$ cat src/rtl/pld_seq_pkg.sv
package pld_seq_pkg;
  typedef enum logic [2:0] {
    S_IDLE,
    S_DRIVE,
    S_PULSE,
    S_HOLD,
    S_EVAL,
    S_WRITE,
    S_DONE
  } seq_state_t;
endpackage

$ cat src/rtl/pld_phase_timer.sv
module pld_phase_timer #(
  parameter int CNT_W = 2
) (
  input  logic             clk,
  input  logic             rst_n,
  input  logic             run,
  input  logic [CNT_W-1:0] len,
  output logic             last
);
  logic [CNT_W-1:0] cnt;

  assign last = run && (cnt == len - CNT_W'(1));

  always_ff @(posedge clk) begin
    if (!rst_n || !run || last) cnt <= '0;
    else                        cnt <= cnt + CNT_W'(1);
  end

  // a setup or hold window never overruns its length
  a_r7_timer_bound: assert property (@(posedge clk) disable iff (!rst_n)
    run |-> (cnt < len));
endmodule

$ cat src/rtl/pld_settle_det.sv
module pld_settle_det #(
  parameter int OUT_W      = 8,
  parameter int SETTLE_N   = 4,
  parameter int SETTLE_MAX = 64
) (
  input  logic             clk,
  input  logic             rst_n,
  input  logic             clr,
  input  logic             cap_vld,
  input  logic [OUT_W-1:0] cap_val,
  input  logic [OUT_W-1:0] target,
  output logic             settled,
  output logic             timeout
);
  localparam int RUN_W = $clog2(SETTLE_N + 1);
  localparam int TOT_W = $clog2(SETTLE_MAX + 1);

  logic [RUN_W-1:0] run_cnt;
  logic [TOT_W-1:0] tot_cnt;

  assign settled = (run_cnt == RUN_W'(SETTLE_N));
  assign timeout = (tot_cnt == TOT_W'(SETTLE_MAX)) && !settled;

  always_ff @(posedge clk) begin
    if (!rst_n || clr) begin
      run_cnt <= '0;
      tot_cnt <= '0;
    end else if (cap_vld) begin
      if (cap_val != target)  run_cnt <= '0;
      else if (!settled)      run_cnt <= run_cnt + RUN_W'(1);
      if (tot_cnt != TOT_W'(SETTLE_MAX)) tot_cnt <= tot_cnt + TOT_W'(1);
    end
  end

  // a capture off the target breaks any run of matches
  a_r2_run_breaks: assert property (@(posedge clk) disable iff (!rst_n)
    (cap_vld && !clr && cap_val != target) |=> !settled);
endmodule

$ cat src/rtl/pld_sweep_seq.sv
module pld_sweep_seq
  import pld_seq_pkg::*;
#(
  parameter int IN_W       = 8,
  parameter int OUT_W      = 8,
  parameter int SETTLE_N   = 4,
  parameter int SETTLE_MAX = 64,
  parameter int SETUP_CYC  = 2,
  parameter int HOLD_CYC   = 2
) (
  input  logic                      clk,
  input  logic                      rst_n,
  input  logic                      start,
  input  logic                      dual_sweep,
  input  logic [OUT_W-1:0]          start_pat_a,
  input  logic [OUT_W-1:0]          start_pat_b,
  output logic                      done,
  output logic                      err_timeout,
  output logic [IN_W-1:0]           dev_in,
  output logic                      dev_clk,
  input  logic [OUT_W-1:0]          dev_out,
  output logic                      wr_valid,
  input  logic                      wr_ready,
  output logic [IN_W:0]             wr_addr,
  output logic [2*OUT_W+IN_W-1:0]   wr_data
);
  localparam int ADDR_W = IN_W + 1;
  localparam int MAXC   = (SETUP_CYC > HOLD_CYC) ? SETUP_CYC : HOLD_CYC;
  localparam int TMR_W  = $clog2(MAXC + 1);
  localparam logic [IN_W-1:0] LAST_VAL = {IN_W{1'b1}};

  seq_state_t        state;
  logic              tst;
  logic              sweep;
  logic              dual_q;
  logic              err_q;
  logic [IN_W-1:0]   value;
  logic [ADDR_W-1:0] addr;
  logic [OUT_W-1:0]  cap_q, pat_a_q, pat_b_q, target;
  logic              tmr_run, tmr_last, settled, timeout;
  logic [TMR_W-1:0]  tmr_len;
  logic              start_go, accept, last_rec, more_sweep, det_clr, cap_vld;

  assign target     = sweep ? pat_b_q : pat_a_q;
  assign start_go   = start && (state == S_IDLE || state == S_DONE);
  assign accept     = (state == S_WRITE) && wr_ready;
  assign last_rec   = (value == LAST_VAL);
  assign more_sweep = !sweep && dual_q;
  assign det_clr    = start_go || (accept && (!last_rec || more_sweep));
  assign tmr_run    = (state == S_DRIVE) || (state == S_HOLD);
  assign tmr_len    = (state == S_DRIVE) ? TMR_W'(SETUP_CYC) : TMR_W'(HOLD_CYC);
  assign cap_vld    = (state == S_HOLD) && tmr_last && !tst;

  pld_phase_timer #(.CNT_W(TMR_W)) u_timer (
    .clk(clk), .rst_n(rst_n), .run(tmr_run), .len(tmr_len), .last(tmr_last)
  );

  pld_settle_det #(.OUT_W(OUT_W), .SETTLE_N(SETTLE_N), .SETTLE_MAX(SETTLE_MAX)) u_settle (
    .clk(clk), .rst_n(rst_n), .clr(det_clr), .cap_vld(cap_vld),
    .cap_val(dev_out), .target(target), .settled(settled), .timeout(timeout)
  );

  always_ff @(posedge clk) begin
    if (!rst_n) begin
      state   <= S_IDLE;
      tst     <= 1'b0;
      sweep   <= 1'b0;
      dual_q  <= 1'b0;
      err_q   <= 1'b0;
      value   <= IN_W'(1);
      addr    <= '0;
      cap_q   <= '0;
      pat_a_q <= '0;
      pat_b_q <= '0;
    end else begin
      unique case (state)
        S_IDLE, S_DONE: if (start) begin
          pat_a_q <= start_pat_a;
          pat_b_q <= start_pat_b;
          dual_q  <= dual_sweep;
          sweep   <= 1'b0;
          value   <= IN_W'(1);
          addr    <= '0;
          tst     <= 1'b0;
          err_q   <= 1'b0;
          state   <= S_DRIVE;
        end
        S_DRIVE: if (tmr_last) state <= S_PULSE;
        S_PULSE: state <= S_HOLD;
        S_HOLD: if (tmr_last) begin
          cap_q <= dev_out;
          state <= S_EVAL;
        end
        S_EVAL: begin
          if (tst)          state <= S_WRITE;
          else if (settled) begin tst <= 1'b1; state <= S_DRIVE; end
          else if (timeout) begin err_q <= 1'b1; state <= S_DONE; end
          else              state <= S_DRIVE;
        end
        S_WRITE: if (wr_ready) begin
          addr <= addr + ADDR_W'(1);
          tst  <= 1'b0;
          if (!last_rec) begin
            value <= value + IN_W'(1);
            state <= S_DRIVE;
          end else if (more_sweep) begin
            sweep <= 1'b1;
            value <= IN_W'(1);
            state <= S_DRIVE;
          end else begin
            state <= S_DONE;
          end
        end
        default: state <= S_IDLE;
      endcase
    end
  end

  assign done        = (state == S_DONE);
  assign err_timeout = err_q;
  assign dev_clk     = (state == S_PULSE);
  assign dev_in      = tst ? value : '0;
  assign wr_valid    = (state == S_WRITE);
  assign wr_addr     = addr;
  assign wr_data     = {target, value, cap_q};

  // the strobe lasts one cycle
  a_r7_strobe_single: assert property (@(posedge clk) disable iff (!rst_n)
    dev_clk |=> !dev_clk);
  // inputs do not move into the strobe cycle
  a_r7_setup_stable: assert property (@(posedge clk) disable iff (!rst_n)
    dev_clk |-> $stable(dev_in));
  // a test strobe never applies the all-zero value
  a_r4_test_nonzero: assert property (@(posedge clk) disable iff (!rst_n)
    (dev_clk && tst) |-> (dev_in != '0));
  // a stalled record is held intact
  a_r8_hold_record: assert property (@(posedge clk) disable iff (!rst_n)
    (wr_valid && !wr_ready) |=> (wr_valid && $stable(wr_addr) && $stable(wr_data)));
  // each accepted record advances the address by one
  a_r5_addr_step: assert property (@(posedge clk) disable iff (!rst_n)
    (wr_valid && wr_ready) |=> (wr_addr == $past(wr_addr) + ADDR_W'(1)));
  // done holds until start
  a_r9_done_holds: assert property (@(posedge clk) disable iff (!rst_n)
    (done && !start) |=> done);
  // a timeout is only reported with the run finished
  a_r3_err_done: assert property (@(posedge clk) disable iff (!rst_n)
    err_timeout |-> done);
endmodule

$ cat config.mk
export PLATFORM = sky130hd
export DESIGN_NAME = pld_sweep_seq
export DESIGN_NICKNAME = d
export VERILOG_FILES = /design/src/rtl/pld_seq_pkg.sv /design/src/rtl/pld_phase_timer.sv /design/src/rtl/pld_settle_det.sv /design/src/rtl/pld_sweep_seq.sv
export SDC_FILE = /design/constraint.sdc
export NUM_CORES = 1
export LEC_CHECK = 0
export BUFFER_PORTS_ARGS = -buffer_cell sky130_fd_sc_hd__buf_4
export CELL_PAD_IN_SITES_DETAIL_PLACEMENT = 0
export CELL_PAD_IN_SITES_GLOBAL_PLACEMENT = 2
export CORE_ASPECT_RATIO = 0.5
export CORE_UTILIZATION = 32
export CTS_CLUSTER_SIZE = 8
export DETAILED_ROUTE_END_ITERATION = 8
export PLACE_DENSITY = 0.89
export SETUP_SLACK_MARGIN = 0.4
export SYNTH_ARGS = -nofsm -noshare
export SYNTH_HDL_FRONTEND = slang
export SYNTH_SLANG_ARGS = --single-unit
export TNS_END_PERCENT = 20
$ cat constraint.sdc
create_clock -name clk -period 1.9 [get_ports clk]
set_input_delay 0.19 -clock clk [delete_from_list [all_inputs] [get_ports clk]]
set_output_delay 0.19 -clock clk [all_outputs]
set_load 0.005 [all_outputs]
==> results of run 1 <==
[synth_stat cells (5+ instances only)]
cell	number	area [um^2]
nand3_1	9	45.0
nand2_1	31	116
inv_1	11	41.3
and3_1	7	43.8
o21ai_0	9	45.0
mux2_4	5	75.1
xor2_1	22	193
nor2_1	52	195
a21oi_1	22	110
mux2i_1	17	170
nor2b_1	8	50.1
ha_1	7	87.6
buf_6	5	56.3
dfxtp_1	60	1200
and2_1	12	75.1
o211ai_1	7	52.6
clkbuf_1	8	30.0
a31oi_1	6	37.5
[metrics by stage]
step,cells,setup slack (ps),hold WS (ps)
detailed placement,569,0.707,414
CTS,600,253,88.1
finish,612,203,96.2
global route,612,126,102
global placement,569,75.4,411
floorplan,355,333,268
[cell type report]
type	count	area [um^2]
clock buffer	16	293
fill	929	4770
inverter	11	45.0
multi-input combinational	268	1980
sequential	60	1230
tap	135	169
timing repair buffer	122	1020
[logic make-up (layout without fill, tap and decap cells)]
family                     after synthesis  after routing  share of synthesized area (%)
AOI/OAI and AO/OA                       57             57                           11.8
xor gates and xnor gates                25             25                           6.93
adders and majority gates                7              7                           2.77
buffers and inverters                   27            149                           4.67
DFF                                     60             60                           38.0
muxes                                   27             27                           9.90
and+or+nand+nor                        152            152                           26.0
[sequential cells by signal, summed over array words and instances (netlist names), 2 cells and up]
name and count:
wr_addr 9, cap_q 8, pat_a_q 8, pat_b_q 8, value 8, u_settle.tot_cnt 7
state 3, u_settle.run_cnt 3, u_timer.cnt 2
[timing repair]
action | CTS | global route
cloned | 1 | 0
gates resized for setup | 24 | 30
buffers inserted | 14 | 12
setup endpoints to repair | 67 | 66
pin swaps | 8 | 12
[layer usage]
layer / vias to the layer above / global-route usage, % / share of wire, %
met5: - / 0 / 0
met4: 0 / 5.73 / 1.3
met3: 9 / 5.35 / 4.1
met2: 48 / 24.6 / 43
met1: 1328 / 25.0 / 51
li1: 1463 / - / -
[report_power, final]
part	total (mW)	internal (mW)	switching [mW]
sequential	1.34	1.30	0.0379
combinational	0.655	0.357	0.298
clock	1.58	1.03	0.547
[critical path, delay by kind of cell (launching register included)]
family	cells	cell delay [ps]
AOI/OAI and AO/OA	2	410
DFF	1	360
buffers and inverters	1	170
muxes	1	520
and+or+nand+nor	1	140
[worst max path at each step]
stage	startpoint	cells past startpoint	endpoint	slack, ps
floorplan	u_settle.tot_cnt[4]	5	state[0]	330
global placement	sweep	5	u_settle.run_cnt[1]	80
detailed placement	state[1]	5	pat_b_q[2]	0.7
CTS	value[1]	6	u_settle.run_cnt[2]	250
global route	sweep	7	u_settle.run_cnt[1]	130
finish	state[1]	5	state[1]	200
==> impl_results.md, run 1 <==
* Seq cells post-synth at 60
* Die area at a little over 0.01 mm^2
* Worst R2R Setup Slack at 200 ps
* EDFF count, synth at 0
* Drt total wl at 8.41 mm
* Area grow syn2layout at 49.9%
* Worst-case clock buffer depth at 2
* Core Rows at 25
* RR Endpoint: state[1]
* Hold_buf cts at 0
* Leakage at around 2.0 nW
* Drt drc at 0
* CTS tree: yes
* Post-route ant nets at 0
* Status: finished, final reports clean
* Core area at between 0.009 and 0.01 mm^2
* Reg-to-reg startpoint: state[1]
* DP HPWL at around 5.6 mm
* Port bufs at 73
* Placed Area at 0.00401 mm^2
* Commonest non-fill, non-tap cell in the layout: buf_4
* Mapped Area at approximately 0.0032 mm^2
* Final Power at 3.58 mW
* Starting Density at between 30 and 40%
* Setup Crit Path Kind: flip-flop to flip-flop
* Least-Margin Pin Slew at about 620 ps
* Worst path cell trace: dlymetal6s2s_1, nor2b_1, mux4_2, o21bai_1, a221oi_2
* Layout cells sized above 1 at about 40%
* Final Cell Area at roughly 0.0047 mm^2
* Die height at roughly 72 um
* CTS clk-pin slew, worst paths at roughly 50 ps
* Largest net degree at the start of global routing at 32
* CP Max Fanout at 6
* Max Clk Rate at 0.589 GHz
* Die X at 143 um
* Max_slew headroom at 58.5%
* Seq/Total Area, Yosys at 38.0%
* DR pass1 iterations at 4
* Syn nets at slightly below 400
* First-pass GRT wire length at between 10 and 15 mm
* Fin. max-slew vios at 0
* Synth cell types at 51
* Worst Hold Depth at 3
* N_diodes at 0
* Final Hold Viols at 0
* Most frequent cells in the layout: buf_4, dfxtp_1, nor2_1
* Slowest stage delay, CP at 520 ps
* Sink Count at 60
* Crit end category: flip-flop
* Top Ports at 74
* PwrDens at between 700 and 800 mW/mm^2
* Gp weighted congestion at approximately 0.76
* R2R depth at 5
* Synth warn at 0
* RSZ-0062 raised after global routing: yes
* Drt wl/cell at around 14 um
* Min Tclk post-route at 1700 ps
* Max_cap viols at 0
* CP arrival at approximately 1900 ps
* CP max stage cell: mux4_2
* NumNets Final at just over 500
* Root Driver: clkbuf_16
* Initial DRC Count at between 100 and 150
* Mean post-synth cell area at roughly 8.9 um^2
* Setup TNS at 0 ps
* DR vias at roughly 2800
* H-tree levels at 3
* Path type of the worst min-delay path: primary input to flip-flop
* Tcrit/Tclk final at 89.3%
* Total gr overflow at 0
* Vias in the first global route at 2629
* All-Layer GR Usage at between 10% and 20%
* Min-Delay Startpoint: start_pat_a[1]
* Clk Latency, worst-skew pair at roughly 330 ps
* Initial antenna violation count at 0
* Dominant register cell in the synthesized netlist: dfxtp_1
* Endpoint, Worst Hold: pat_a_q[1]
* # setup viols final at 0
* Finished Core Util at between 40% and 50%
* CTS Buf Count at 9
* Synth Instances at ~360
* Vias per cell at approximately 4.7
* Maximum vdd drop at 0.513 mV
* Clock Skew at 4.85 ps
* CP startpoint kind: flip-flop
* Ys async rst share at 0%
* Worst EP required at between 2000 and 2500 ps
Power figures use the tool's default switching activity.
==> run 2, diff against run 1 <==
CORE_UTILIZATION = 30   (was 32)
PLACE_DENSITY = 0.87   (was 0.89)
SYNTH_HIERARCHICAL = 1   (was not set)
==> impl_results.md, run 2 <==
* Status: finished, final reports clean
* Post-route ant nets at 0 (unchanged)
* Filler Cell Count at 963 (+3.7%)
* Gp weighted congestion at 0.821 (+7.8%)
* Total gr overflow at 0 (unchanged)
* Slowest stage delay, CP at 360 ps (-160 ps)
* Max_slew headroom at 63.3% (+4.8 points)
* Max_cap viols at 0 (unchanged)
* Top-area cell type share of the netlist area at 38.4% (+0.35 points)
* CP max stage cell: dfxtp_2
* Worst-case clock buffer depth at 2 (unchanged)
* CTS tree: yes
* Pint at 2.80 mW (+3.7%)
* Clock Skew at 6.26 ps (+1.41 ps)
* Layout cells sized above 1 at 37.0% (-2.8 points)
* Commonest non-fill, non-tap cell in the layout: buf_4
* Met1 Resource Use GR at 23.0% (-2.0 points)
* Seq cells post-synth at 60 (unchanged)
* Mean post-synth cell area at 7.93 um^2 (-11%)
* Dominant register cell in the synthesized netlist: dfxtp_1
* Leakage at 1.93 nW (-5.2%)
* Cell count after placement at 623 (+9.5%)
* Tcrit/Tclk final at 94.4% (+5.1 points)
* Port bufs at 73 (unchanged)
* Final setup margin at 107 ps (-96.2 ps)
* Clk Latency, worst-skew pair at 330 ps (about the same)
* Die height at 74.2 um (+2.7%)
* All-Layer GR Usage at 17.7% (+0.30 points)
* Starting Density at 32.0% (-1.2 points)
* Worst path cell trace: buf_12, mux2_4, xor2_1, nor4_2, buf_4, o211ai_1, a211oi_2
* Hold_ws at 105 ps (+9.01 ps)
* H-tree levels at 3 (unchanged)
* NetSw at 1.15 mW (+31%)
* Setup Crit Path Kind: flip-flop to flip-flop
* Root Driver: clkbuf_16
* Reg-to-reg startpoint: sweep
* Die X at 146 um (+2.8%)
* CP top delay family: flip-flops
* Path type of the worst min-delay path: primary input to flip-flop
* Maximum vdd drop at 0.473 mV (-8.0%)
* Most area-hungry cell type in the Yosys netlist: dfxtp_1
* Top Ports at 74 (unchanged)
* Ys async rst share at 0% (unchanged)
* Max Clk Rate at 0.558 GHz (-5.4%)
* Drt wl/cell at 14.0 um (+1.8%)
* Synth Instances at 395 (+11%)
* Die area at 0.0109 mm^2 (+5.6%)
* Global Route met2 Usage at 28.7% (+4.1 points)
* Reg power frac at 35.7% (-1.8 points)
* Crit end category: flip-flop
* Post-synth top cells: nand2_1, dfxtp_1, a21oi_1
* Placed Area at 0.00410 mm^2 (+2.2%)
* RSZ-0062 raised after global routing: yes
* GR Util met3 at 4.42% (-0.93 points)
* Switching share of total power at 29.2% (+4.5 points)
* EDFF count, synth at 0 (unchanged)
* Mapped Area at 0.00313 mm^2 (-0.91%)
* Sink Count at 60 (unchanged)
* Clock share of power at 40.0% (-4.2 points)
* Least-Margin Pin Slew at 550 ps (-71.5 ps)
* NumNets Final at 554 (+9.1%)
* Top-count cell post-synth: nand2_1
* CTS clk-pin slew, worst paths at 50 ps (about the same)
* Largest register FFs at 9 (unchanged)
* Drt drc at 0 (unchanged)
* Largest net degree at the start of global routing at 29 (-9.4%)
* Core Rows at 25 (unchanged)
* Core area at 0.00979 mm^2 (+3.0%)
* Worst Hold Depth at 3 (unchanged)
* Finished Layout Cells at 659 (+7.7%)
* CTS Buf Count at 9 (unchanged)
* RR Endpoint: u_settle/run_cnt[2]
* Drt total wl at 9.22 mm (+9.6%)
* # setup viols final at 0 (unchanged)
* Logic pwr share at 24.3% (+6.0 points)
* Area grow syn2layout at 49.2%
* Most frequent cells in the layout: buf_4, nand2_1, dfxtp_1
* Initial DRC Count at 143 (+7.5%)
* Seq/Total Area, Yosys at 38.4% (+0.35 points)
* Final Hold Viols at 0 (unchanged)
* DR vias at 3136 (+10%)
* Vias in the first global route at 2959 (+13%)
* PwrDens at 845 mW/mm^2 (+12%)
* Synth cell types at 56 (+9.8%)
* CP startpoint kind: flip-flop
* CP arrival at 2040 ps (+110 ps)
* Vias per cell at 4.76 (+2.3%)
* First-pass GRT wire length at 14.8 mm (+9.0%)
* Worst R2R Setup Slack at 110 ps (-100 ps)
* Initial antenna violation count at 0 (unchanged)
* Final Cell Area at 0.00467 mm^2 (-1.4%)
* CP Max Fanout at 8 (+2)
* Fin. max-slew vios at 0 (unchanged)
* DP HPWL at 6.52 mm (+16%)
* Worst EP required at 2150 ps (+20 ps)
* Endpoint, Worst Hold: pat_a_q[5]
* Synth area leaders: dfxtp_1, nand2_1, a21oi_1
* Min Tclk post-route at 1790 ps (+96.2 ps)
* Crit path buf inv count at 2 (+1)
* Synth warn at 6 (+6)
* GRT busiest layer: met2
* DR pass1 iterations at 4 (unchanged)
* N_diodes at 0 (unchanged)
* R2R depth at 7 (+2)
* Hold_buf cts at 0 (unchanged)
* Pre-CTS setup slack at -10.6 ps (-11.3 ps)
* Min-Delay Startpoint: start_pat_a[5]
## run 2: changes by cell type in the layout (fill, tap and decap cells not counted), moves of 5 or more
cell,before,now
nand2_1,30,72
mux2i_1,17,2
conb_1,0,8
dfxtp_4,6,1
o211ai_1,7,2
a21oi_1,22,48
xor2_1,22,10
xnor2_1,3,10
buf_6,12,4
nor2_1,50,27
buf_4,105,119
## run 2: cell type report
cell class	count	area (um^2)	area share, %
Clock inverter	4	31.3	0.670
Sequential cell	60	1210	26.0
Inverter	12	50.0	1.07
Multi-Input combinational cell	312	1980	42.5
Tap cell	135	169	3.62
Timing Repair Buffer	124	958	20.5
Clock buffer	12	267	5.70
## run 2: kinds of logic (layout without fill, tap and decap cells)
kind of cell | count (synthesis) | in the layout | synth area share, %
multiplexers | 10 | 10 | 3.52
XOR/XNOR | 22 | 22 | 6.15
AO/OA/AOI/OAI | 82 | 82 | 15.7
flip-flops | 60 | 60 | 38.4
AND/OR/NAND/NOR | 182 | 183 | 29.2
other | 2 | 8 | 0.240
adder cells (fa/ha/maj) | 7 | 7 | 2.72
buffers and inverters | 30 | 152 | 4.11
## run 2: routing by layer
metal / routed length, um / up-vias / part of all wire [%]
met4: 101 / 0 / 1.1
met3: 503 / 11 / 5.5
li1: - / 1603 / -
met2: 4080 / 83 / 44
met1: 4540 / 1439 / 49
met5: 0 / - / 0
## run 2: how the worst max path moves through the flow
stage | startpoint | endpoint | slack, ps | cells past startpoint
2_1_floorplan | state[0] | u_settle/run_cnt[0] | 60 | 11
3_3_place_gp | sweep | u_settle/run_cnt[2] | 20 | 7
3_5_place_dp | sweep | u_settle/run_cnt[2] | -10 | 7
4_1_cts | u_settle/tot_cnt[0] | state[0] | 90 | 9
5_1_grt | sweep | u_settle/run_cnt[2] | 30 | 7
6_report | sweep | u_settle/run_cnt[2] | 110 | 7
## run 2: repair_timing
action	CTS	global route
setup buffers	17	1
cloned	2	0
endpoints found under the setup margin	68	76
pin swaps	17	4
gates resized for setup	30	6
## run 2: power groups by stage
stage | Sequential [mW] | Clock, mW | Combinational [mW]
floorplan | 1.40 | 0 | 0.554
detailed placement | 1.43 | 0 | 0.845
global route | 1.42 | 1.68 | 1.05
global placement | 1.43 | 0 | 0.845
CTS | 1.41 | 1.62 | 0.950
finish | 1.41 | 1.58 | 0.960
## run 2: worst min-delay path, cell delays in order
cell,delay (ps)
buf_4,110
nand2_1,40
a21oi_1,50
## run 2: through the flow
stage	total power, mW	util [%]	TNS (ps)
6_report	3.95	47.7	0
5_1_grt	4.14	47.7	0
4_1_cts	3.98	47.3	0
3_5_place_dp	2.28	41.9	-10.6
3_3_place_gp	2.27	41.9	0
2_1_floorplan	1.96	-	0
==> run 3, diff against run 2 <==
HOLD_SLACK_MARGIN = 0.1   (was not set)
clock period = 1.7 ns   (was 1.9 ns; I/O delays follow)
==> impl_results.md, run 3 (synthesis gave the netlist of run 2 again) <==
* Sink Count at 60 (unchanged)
* # setup viols final at 8 (+8)
* Min Tclk post-route at 1790 ps (-5.83 ps)
* Worst R2R Setup Slack at -90 ps (-190 ps)
* H-tree levels at 3 (unchanged)
* R2R depth at 9 (+2)
* Core Rows at 25 (unchanged)
* Maximum vdd drop at 0.457 mV (-3.4%)
* Storage cell area at 0.00122 mm^2 (+0.83%)
* CTS clk-pin slew, worst paths at 50 ps (about the same)
* Min-Delay Startpoint: dev_out[0]
* Starting Density at 32.0% (unchanged)
* Final Hold Viols at 0 (unchanged)
* First-pass GRT wire length at 16.0 mm (+7.8%)
* RR Endpoint: state[0]
* Die X at 146 um (unchanged)
* Crit path launch: u_settle/tot_cnt[0]
* Initial DRC Count at 112 (-22%)
* Worst path cell trace: inv_2, ha_4, or4b_4, nor3_2, nand2b_1, nor3_2, nor2_1, a21oi_1, o21ai_1
* Filler Cell Count at 889 (-7.7%)
* CTS tree: yes
* Footprint of the multi-input gates at 0.00224 mm^2 (+13%)
* Worst EP required at 1900 ps (-250 ps)
* Die height at 74.2 um (unchanged)
* Status: finished, violations left
* Drt wl/cell at 14.2 um (+1.9%)
* Slowest stage delay, CP at 460 ps (+100 ps)
* Clock Skew at 3.71 ps (-2.54 ps)
* Initial antenna violation count at 0 (unchanged)
* N_diodes at 0 (unchanged)
* Fin. max-slew vios at 0 (unchanged)
* CP arrival at 1990 ps (-50 ps)
* Final Power at 4.78 mW (+21%)
* DP HPWL at 6.85 mm (+5.0%)
* Leakage at 2.19 nW (+14%)
* Most frequent cells in the layout: buf_4, nand2_1, dfxtp_1
* PwrDens at 886 mW/mm^2 (+4.9%)
* Most frequent CP cell: nor3_2
* Layout cells sized above 1 at 47.4% (+10 points)
* CP max stage cell: or4b_4
* Gp weighted congestion at 0.849 (+3.5%)
* Max Clk Rate at 0.560 GHz (+0.33%)
* Top Ports at 74 (unchanged)
* RSZ-0062 raised after global routing: yes
* Drt drc at 0 (unchanged)
* Post-route ant nets at 0 (unchanged)
* Reg-to-reg startpoint: u_settle/tot_cnt[0]
* Core area at 0.00979 mm^2 (unchanged)
* CP startpoint kind: flip-flop
* Root Driver: clkbuf_16
* Vias in the first global route at 3224 (+9.0%)
* Drt total wl at 9.92 mm (+7.6%)
* Largest net degree at the start of global routing at 23 (-21%)
* Area grow syn2layout at 72.2%
* Crit end category: flip-flop
* Worst-case clock buffer depth at 2 (unchanged)
* Crit path to: state[0]
* Vias per cell at 4.77 (+0.15%)
* Tcrit/Tclk final at 105% (+11 points)
* Violated checks: setup timing
* Setup Crit Path Kind: flip-flop to flip-flop
* DR vias at 3317 (+5.8%)
* CP Max Fanout at 3 (-5)
* All-Layer GR Usage at 19.1% (+1.3 points)
* Max_cap viols at 0 (unchanged)
* NumNets Final at 593 (+7.0%)
* Final setup margin at -86.9 ps (-194 ps)
* Path type of the worst min-delay path: primary input to flip-flop
* DR pass1 iterations at 4 (unchanged)
* Placed Area at 0.00430 mm^2 (+4.9%)
* Final Cell Area at 0.00539 mm^2 (+15%)
* Setup TNS at -447 ps (-447 ps)
* Total gr overflow at 0 (unchanged)
* Port bufs at 73 (unchanged)
* Commonest non-fill, non-tap cell in the layout: buf_4
* Largest register FFs at 9 (unchanged)
* Clk Latency, worst-skew pair at 330 ps (about the same)
* Die area at 0.0109 mm^2 (unchanged)
* CTS Buf Count at 9 (unchanged)
-- run 3: how the worst min path moves through the flow --
| stage | end | slack [ps] | cells past startpoint |
|---|---|---|---|
| after floorplan | state[0] | 310 | 2 |
| after global placement | pat_a_q[2] | 420 | 3 |
| after detailed placement | pat_a_q[3] | 430 | 3 |
| after CTS | cap_q[2] | 100 | 3 |
| after global routing | cap_q[0] | 100 | 3 |
| final | cap_q[0] | 110 | 3 |
-- run 3: what timing repair did --
item / CTS / global route
buffers inserted: 9 / 6
hold buffers: 17 / 0
gates resized for setup: 82 / 62
endpoints found under the setup margin: 77 / 77
endpoints found under the hold margin: 17 / 0
pin swaps: 54 / 34
-- run 3: area by class of cell --
class / count / area share (%)
Multi-Input combinational cell: 311 / 41.5
Timing Repair Buffer: 164 / 26.3
Sequential cell: 60 / 22.7
Clock buffer: 12 / 4.76
Tap cell: 135 / 3.13
Inverter: 12 / 1.07
Clock inverter: 2 / 0.650
-- run 3: worst max-delay path: cells and delay by family, from the launching register on --
| kind | cells | cell delay [ps] |
|---|---|---|
| compound gates | 2 | 180 |
| flops | 1 | 320 |
| simple gates | 5 | 960 |
| fa+ha+maj | 1 | 120 |
| buf+inv | 1 | 70 |
-- run 3: metrics by stage --
stage	setup WS (ps)	hold slack, ps	cells	util [%]
final	-86.9	107	696	55.1
after global routing	-189	101	696	55.1
after CTS	-78.0	102	690	52.3
after detailed placement	-164	429	650	43.9
after global placement	-141	425	650	43.9
after floorplan	-144	306	401	-
-- run 3: layer usage --
layer	track usage, %	vias to the layer above	share of wire, %	wire (um)
li1	-	1689	-	-
met1	24.0	1560	48	4780
met2	31.9	55	47	4660
met3	5.21	13	3.4	334
met4	7.18	0	1.4	140
met5	0	-	0	0
-- run 3: where the power goes --
part	leakage [nW]	switching [mW]	internal, mW
logic	1.55	0.678	0.711
clock network	0.145	0.631	1.19
registers	0.491	0.0659	1.50
total	2.19	1.37	3.40
